[src/rtl/i2c_hs_slave_front.sv]
module i2c_hs_slave_front #(
  parameter bit UPPER_PAIR = 1'b0
) (
  input  logic       clk,
  input  logic       rst_n,
  input  logic       scl_in,
  input  logic       sda_in,
  input  logic       addr_sel,
  input  logic [7:0] tx_data,
  output logic       sda_oe,
  output logic       rx_valid,
  output logic [7:0] rx_data,
  output logic       tx_req,
  output logic       hs_mode
);

  localparam logic [4:0] ADDR_TOP  = 5'b01101;
  localparam logic [4:0] HS_PREFIX = 5'b00001;
  localparam logic [3:0] LAST_BIT  = 4'd8;
  localparam logic [3:0] ACK_BIT   = 4'd9;

  typedef enum logic [1:0] {ST_IDLE, ST_ADDR, ST_RX, ST_TX} st_t;

  logic [2:0] scl_s, sda_s;
  logic [3:0] bitcnt;
  logic [7:0] sh, txsh;
  logic       rw, hs_pend;
  st_t        st;

  always_ff @(posedge clk or negedge rst_n) begin
    if (!rst_n) begin
      scl_s <= '1;
      sda_s <= '1;
    end else begin
      scl_s <= {scl_s[1:0], scl_in};
      sda_s <= {sda_s[1:0], sda_in};
    end
  end

  logic scl_h, sda_h, scl_rise, scl_fall, start_det, stop_det;
  assign scl_h     = scl_s[1];
  assign sda_h     = sda_s[1];
  assign scl_rise  = scl_h & ~scl_s[2];
  assign scl_fall  = ~scl_h & scl_s[2];
  assign start_det = scl_h & scl_s[2] & sda_s[2] & ~sda_h;
  assign stop_det  = scl_h & scl_s[2] & ~sda_s[2] & sda_h;

  logic [6:0] own_addr;
  logic [7:0] byte_in;
  logic       tx_drive_slot;
  assign own_addr      = {ADDR_TOP, UPPER_PAIR, addr_sel};
  assign byte_in       = {sh[6:0], sda_h};
  assign tx_drive_slot = (bitcnt == ACK_BIT) || (bitcnt != 4'd0 && bitcnt < LAST_BIT);

  always_ff @(posedge clk or negedge rst_n) begin
    if (!rst_n) begin
      st       <= ST_IDLE;
      bitcnt   <= '0;
      sh       <= '0;
      txsh     <= '0;
      rw       <= 1'b0;
      hs_pend  <= 1'b0;
      hs_mode  <= 1'b0;
      sda_oe   <= 1'b0;
      rx_valid <= 1'b0;
      rx_data  <= '0;
      tx_req   <= 1'b0;
    end else begin
      rx_valid <= 1'b0;
      tx_req   <= 1'b0;
      if (stop_det) begin
        st      <= ST_IDLE;
        hs_mode <= 1'b0;
        hs_pend <= 1'b0;
        sda_oe  <= 1'b0;
      end else if (start_det) begin
        st      <= ST_ADDR;
        bitcnt  <= '0;
        hs_pend <= 1'b0;
        sda_oe  <= 1'b0;
      end else if (scl_rise) begin
        unique case (st)
          ST_ADDR, ST_RX: begin
            if (bitcnt < LAST_BIT) begin
              sh     <= byte_in;
              bitcnt <= bitcnt + 4'd1;
              if (st == ST_RX && bitcnt == LAST_BIT - 4'd1) begin
                rx_valid <= 1'b1;
                rx_data  <= byte_in;
              end
            end else begin
              bitcnt <= ACK_BIT;
              if (st == ST_ADDR && !hs_pend && rw) begin
                tx_req <= 1'b1;
                txsh   <= tx_data;
              end
            end
          end
          ST_TX: begin
            if (bitcnt < LAST_BIT) begin
              bitcnt <= bitcnt + 4'd1;
            end else begin
              bitcnt <= ACK_BIT;
              if (!sda_h) begin
                tx_req <= 1'b1;
                txsh   <= tx_data;
              end else begin
                st <= ST_IDLE;
              end
            end
          end
          default: ;
        endcase
      end else if (scl_fall) begin
        unique case (st)
          ST_ADDR: begin
            if (bitcnt == LAST_BIT) begin
              if (sh[7:1] == own_addr) begin
                rw     <= sh[0];
                sda_oe <= 1'b1;
              end else if (!hs_mode && sh[7:3] == HS_PREFIX) begin
                hs_pend <= 1'b1;
              end else begin
                st <= ST_IDLE;
              end
            end else if (bitcnt == ACK_BIT) begin
              bitcnt <= '0;
              if (hs_pend) begin
                hs_pend <= 1'b0;
                hs_mode <= 1'b1;
                sda_oe  <= 1'b0;
                st      <= ST_IDLE;
              end else if (rw) begin
                st     <= ST_TX;
                sda_oe <= ~txsh[7];
                txsh   <= {txsh[6:0], 1'b0};
              end else begin
                st     <= ST_RX;
                sda_oe <= 1'b0;
              end
            end
          end
          ST_RX: begin
            if (bitcnt == LAST_BIT) begin
              sda_oe <= 1'b1;
            end else if (bitcnt == ACK_BIT) begin
              sda_oe <= 1'b0;
              bitcnt <= '0;
            end
          end
          ST_TX: begin
            if (tx_drive_slot) begin
              sda_oe <= ~txsh[7];
              txsh   <= {txsh[6:0], 1'b0};
              if (bitcnt == ACK_BIT) bitcnt <= '0;
            end else if (bitcnt == LAST_BIT) begin
              sda_oe <= 1'b0;
            end
          end
          default: ;
        endcase
      end
    end
  end

  // an idle slave never holds the line
  p_idle_released_r3: assert property (@(posedge clk) disable iff (!rst_n)
    (st == ST_IDLE) |-> !sda_oe);

  // the slave only starts pulling SDA while SCL is low
  p_pull_scl_low_r2: assert property (@(posedge clk) disable iff (!rst_n)
    $rose(sda_oe) |-> $past(!scl_h));

  // receive strobe lasts a single cycle
  p_rx_single_r4: assert property (@(posedge clk) disable iff (!rst_n)
    rx_valid |=> !rx_valid);

  // a transmit request always follows an acknowledged ninth clock
  p_txreq_after_ack_r6: assert property (@(posedge clk) disable iff (!rst_n)
    tx_req |-> $past(!sda_h));

  // high-speed mode is entered only from a refused master code
  p_hs_entry_r7: assert property (@(posedge clk) disable iff (!rst_n)
    $rose(hs_mode) |-> $past(hs_pend));

  // STOP returns to fast/standard mode with SDA released
  p_stop_exit_r9: assert property (@(posedge clk) disable iff (!rst_n)
    stop_det |=> (!hs_mode && !sda_oe));

endmodule

[config.mk]
export PLATFORM = sky130hd
export DESIGN_NAME = i2c_hs_slave_front
export DESIGN_NICKNAME = d
export VERILOG_FILES = /design/src/rtl/i2c_hs_slave_front.sv
export SDC_FILE = /design/constraint.sdc
export NUM_CORES = 1
export LEC_CHECK = 0
export ABC_AREA = 1
export BUFFER_PORTS_ARGS = -buffer_cell sky130_fd_sc_hd__buf_4
export CAP_MARGIN = 10
export CELL_PAD_IN_SITES_DETAIL_PLACEMENT = 1
export CELL_PAD_IN_SITES_GLOBAL_PLACEMENT = 1
export CORE_MARGIN = 1.5
export CORE_UTILIZATION = 38
export DETAILED_ROUTE_END_ITERATION = 6
export PLACE_DENSITY = 0.79
export SETUP_SLACK_MARGIN = 0.2
export SLEW_MARGIN = 30
export SYNTH_ARGS = -nofsm -noshare
export SYNTH_HDL_FRONTEND = slang
export SYNTH_SLANG_ARGS = --single-unit
[constraint.sdc]
create_clock -name clk -period 5.3 [get_ports clk]
set_input_delay 0.53 -clock clk [delete_from_list [all_inputs] [get_ports clk]]
set_output_delay 0.53 -clock clk [all_outputs]
set_load 0.02 [all_outputs]
# Yosys cells after proc, flatten, opt, wreduce, memory -nomap -nowiden
# Cells that the tools add are included.
# classes
addsub,1
multipliers,0
div_mod_pow,0
order_cmp,1
eq_ne,36
shift,0
mux,80
n_bitwise,15
reduce_logical,35
# op_table
cell,n
$mux W8,11
$mux W1,43
$mux W4,8
$pmux W8 S2,2
$mux W2,13
$ne A3 B3 Y1 const B,7
$reduce_and A7 Y1,3
$ne A4 B4 Y1 const B,5
$ne A5 B5 Y1 const B,4
$reduce_bool A4 Y1,5
$reduce_and A6 Y1,3
$reduce_and A14 Y1,1
$ne A3 B2 Y1 const B,4
$reduce_bool A3 Y1,4
$ne A5 B3 Y1 const B,2
$reduce_bool A2 Y1,5
$reduce_bool A5 Y1,2
$eq A4 B4 Y1 const B,2
$not A1 Y1,8
$pmux W4 S2,1
$reduce_and A8 Y1,1
$and A1 B1 Y1,7
$eq A7 B6 Y1,1
$eq A5 B1 Y1 const B,1
18 further kinds,25
# totals
regBits,42
latchBits,0
ram_bits,0
romBits,0
input_bits,13
output_inout_bits,12
wordCells,181
mem_count,0

# Logic depth before layout (Yosys ltp)
# depth
word_depth,10
ltp_mapped,12
ltp_nobuf,12

# Worst setup path before layout
# Ideal clock, no wire load.
# synth_timing
path_type,flip-flop to flip-flop
start,reg scl_s[1]
end,reg rx_data[1]
setup_time_ns,0.118
t_arrival_ns,1.646
required_time_ns,5.182
path_slack_ns,3.536
path_stages_with_launch,9
synth_period_minus_slack_ns,1.764
cell_sequence,dfstp_2 > ha_1 > buf_2 > nand2_1 > nor3_4 > nand3_4 > buf_6 > nand2_1 > o21ai_2
# synth_between
elab_chain_len,5
word_cells_on_any_way,9
classes_between,bitwise (8); reduce/logical (1)
# synth_lines
element,line_no,source
from (decl),24,"logic [2:0] scl_s, sda_s;"
from (signal assigned),35,"scl_s <= {scl_s[1:0], scl_in};"
$and A1 B1 Y1,"45, 46",
$and A1 B1 Y1 (on tied branches) (2 in series),"46, 45",
$not A1 Y1 (no line),--,
$reduce_and A6 Y1 (no line) *,--,
to (signal assigned),89,rx_data <= byte_in;
to (decl),12,"output logic [7:0] rx_data,"
# Mark *: on every way between the ends. The rest lies on a longest branch, timed or not.
# A chain may end at the register's enable or synchronous reset.

# Worst setup path in the final report
# layout_timing
start,reg scl_s[1]
end,reg txsh[6]
# layout_between
elab_chain_len,5
word_cells_on_any_way,24
classes_between,eq/ne (10); mux (1); bitwise (10); reduce/logical (3)
# layout_lines
element,line_no,source
$and A1 B1 Y1,"45, 46",
$and A1 B1 Y1 (on tied branches) (2 in series),"46, 45",
$not A1 Y1 (no line),--,
$reduce_and A14 Y1 (no line),--,
to (signal assigned),95,txsh <= tx_data;
to (signal assigned),106,txsh <= tx_data;
to (signal assigned),136,"txsh <= {txsh[6:0], 1'b0};"
to (decl),26,"logic [7:0] sh, txsh;"
# Parallel ways exist; a longest one is shown, timed or not.

==> impl_metrics.toml <==
[synthesis]
async_flop_share = 1.00
synth.ff_latch_count = 42
synth.area.top_cells = "dfrtp_1 39%, nand2_1 18%, dfstp_2 6.9%"
yosys-top-cells-count = "111 x nand2_1, 36 x dfrtp_1, 32 x inv_1"
yosysUniqueCellTypes = 28
post_synth_instance_area_um2 = 2290
synth.most_common_cell = "nand2_1"
synth-seq-area-share = 0.462
synth_top_area_share = 0.393
primary_ff_master_synth = "dfrtp_1"
yosys_warnings = 0
synth.largest_area_cell = "dfrtp_1"
synthesis.area_per_instance_um2 = 7.72
syn_nets = 320
syn-instance-count = 297
synth_edf_count = 0

[power_and_ir_drop]
power_switching_share = 0.370
static_leakage_nw = 1.36
share_comb_of_total_power = 0.287
power.clock.fraction = 0.242
p_int_uw = 588
max_rail_drop_vdd_uv = 172
total_power_uw = 934
total_net_switching_power_uw = 346
seq_power_share = 0.471
power.density_cell_area_nw_per_um2 = 354

[sta]
final.min_clock_period_ps = 2590
slew_violations = 0
grt_setup_unrepaired = "false"
maxClockFrequency_mhz = 385
actual_transition_at_the_worst_max_transition_pin_ps = 618
timing.setup.tns_ps = 0
worst_clock_skew_ps = 13.5
layout_setup_ws_ps = 2710
finalHoldViolCount = 0
fin_crit_sh = 0.490
setup_violations = 0
relSlewSlack = 0.587

[clocking]
number_of_buffers_inserted_by_post_cts_setup_repair = 0
tritoncts = "built"
clkLatencyLatePin_ps = 300
clk_pin_slew_worst_paths_ps = 90
post_cts_sizing = 0
clockRootBuffer = "clkbuf_8"
cts_htree_levels = 2
cts-hold-fix-buffers = 0
max-clock-path-buffers = 2
cts_num_sinks = 42
cts_buffers = 5

[worst_setup_path]
path_cells = "ha_1, clkinv_1, nand2_1, nand2_1, nor2_4, nand2_1, nand2_1"
worst_path_largest_cell_delay_ps = 620
cp_data_arrival_time_ps = 2840
path_class = "reg2reg"
worst_path_max_delay_cell = "clkinv_1"
crit_top_cell = "nand2_1"
crit_path_capture_type = "flip-flop"
startpoint_class = "flip-flop"
buf_inv_on_cp = 1
path_max_fanout = 19
critPathRequiredTime_ps = 5550
top_family_by_delay_on_critical_path = "simple AND/OR/NAND/NOR gates"

[worst_hold_path]
min-delay-path-class = "in2async"

[detailed_routing]
vias_per_cell = 4.95
drt_iter0_drc = 56
drt_drc_violations_left = 0
total_detailed_routing_wirelength_um = 5450
vias = 1974
ant_nets = 0
drt_first_pass_iters = 4
post_drt_wl_per_cell_um = 13.7

[floorplan]
die_y_um = 80.7
initial_utilization = 0.390
design.core.area_um2 = 5890
die_area_um2 = 6510
die_w_um = 80.7
boundaryPins = 25
placement_rows = 28

[global_route]
via_count_of_the_first_global_routing_pass = 2003
grt_max_degree = 43
grt_antenna_before_repair = 0
global_route.overflow_total = 0
grt_usage = 0.185
grt_pass1_wl_um = 9210

[place]
portBuffers = 24
weighted_congestion_at_the_end_of_routability_driven_global_placement = 0.839
place_ws_ps = 2660
place.detailed.hpwl_um = 4150

[final_layout]
nNetsFinal = 346
area_grow_syn2layout_pct = 14.8
n_antenna_cell = 0
final_layout_size_suffix_gt1_frac = 0.160

[status]
outcome = "finished clean"

[job]
drv.max_cap_violation_count = 0
## placed cells by master, fill, tap and decap left out, drive strengths merged, types with 6 or more instances in the layout
cell type	n
o21ai	31
dfrtp	36
nor2	23
ha	10
inv	35
clkbuf	7
dfstp	6
buf	24
nand2	112
nand3	21
a21oi	8
## flip-flops by register name, summed over array words and instances, names as in the netlist
signal,count
rx_data,8
sh,8
txsh,8
bitcnt,4
scl_s,3
sda_s,3
st,2
hs_mode,1
hs_pend,1
rw,1
rx_valid,1
sda_oe,1
tx_req,1
## area by class of cell
| type | instances | area [um^2] |
|---|---|---|
| clock buffer | 7 | 86.3 |
| clock inverter | 1 | 8.76 |
| fill | 748 | 3250 |
| inverter | 35 | 131 |
| multi-input combinational | 215 | 1070 |
| sequential | 42 | 1060 |
| tap | 75 | 93.8 |
| timing repair buffer | 24 | 180 |
## metrics by stage
| step | cell area (um^2) | instances | hold WS [ps] | util |
|---|---|---|---|---|
| floorplan | 2290 | 297 | 234 | - |
| detailed placement | 2540 | 391 | 350 | 0.431 |
| global route | 2630 | 399 | 237 | 0.447 |
| finish | 2630 | 399 | 205 | 0.447 |
| global placement | 2540 | 391 | 351 | 0.431 |
| CTS | 2630 | 399 | 222 | 0.447 |
## kinds of logic after synthesis
family          synth area share
simple gates               0.304
fa+ha+maj                 0.0546
buf+inv                   0.0698
flops                      0.462
compound gates             0.110
## power by group through the flow
stage | logic [mW] | registers (mW) | clock network [mW]
floorplan | 0.194 | 0.432 | 0
global placement | 0.265 | 0.441 | 0
detailed placement | 0.270 | 0.447 | 0
CTS | 0.271 | 0.441 | 0.234
global route | 0.311 | 0.448 | 0.248
finish | 0.268 | 0.439 | 0.226
## per-layer routing
layer	vias to the layer above	track usage	part of all wire
met5	-	0	0
met3	6	0.0386	0.029
li1	993	-	-
met1	948	0.236	0.47
met4	0	0.0483	0.013
met2	27	0.314	0.49
## path summary, 6_finish.rpt
path / start / endpoint / slack (ps) / depth (start not counted)
max in group asynchronous: rst_n / st[0] / 4710 / 1
worst max register to register: scl_s[1] / txsh[6] / 2710 / 7
min in group clk: scl_in / scl_s[0] / 330 / 1
worst max-delay path: scl_s[1] / txsh[6] / 2710 / 7
worst min register to register: scl_s[0] / scl_s[1] / 360 / 0
worst min-delay path: rst_n / sh[2] / 200 / 1
## worst register-to-register path, delay by kind of cell (launching register included)
kind                       cells  cell delay, ps
adders and majority gates      1             510
buffers and inverters          1             620
DFF                            1             560
and+or+nand+nor                5             850
Note: power is estimated with default switching activity, not from simulation.
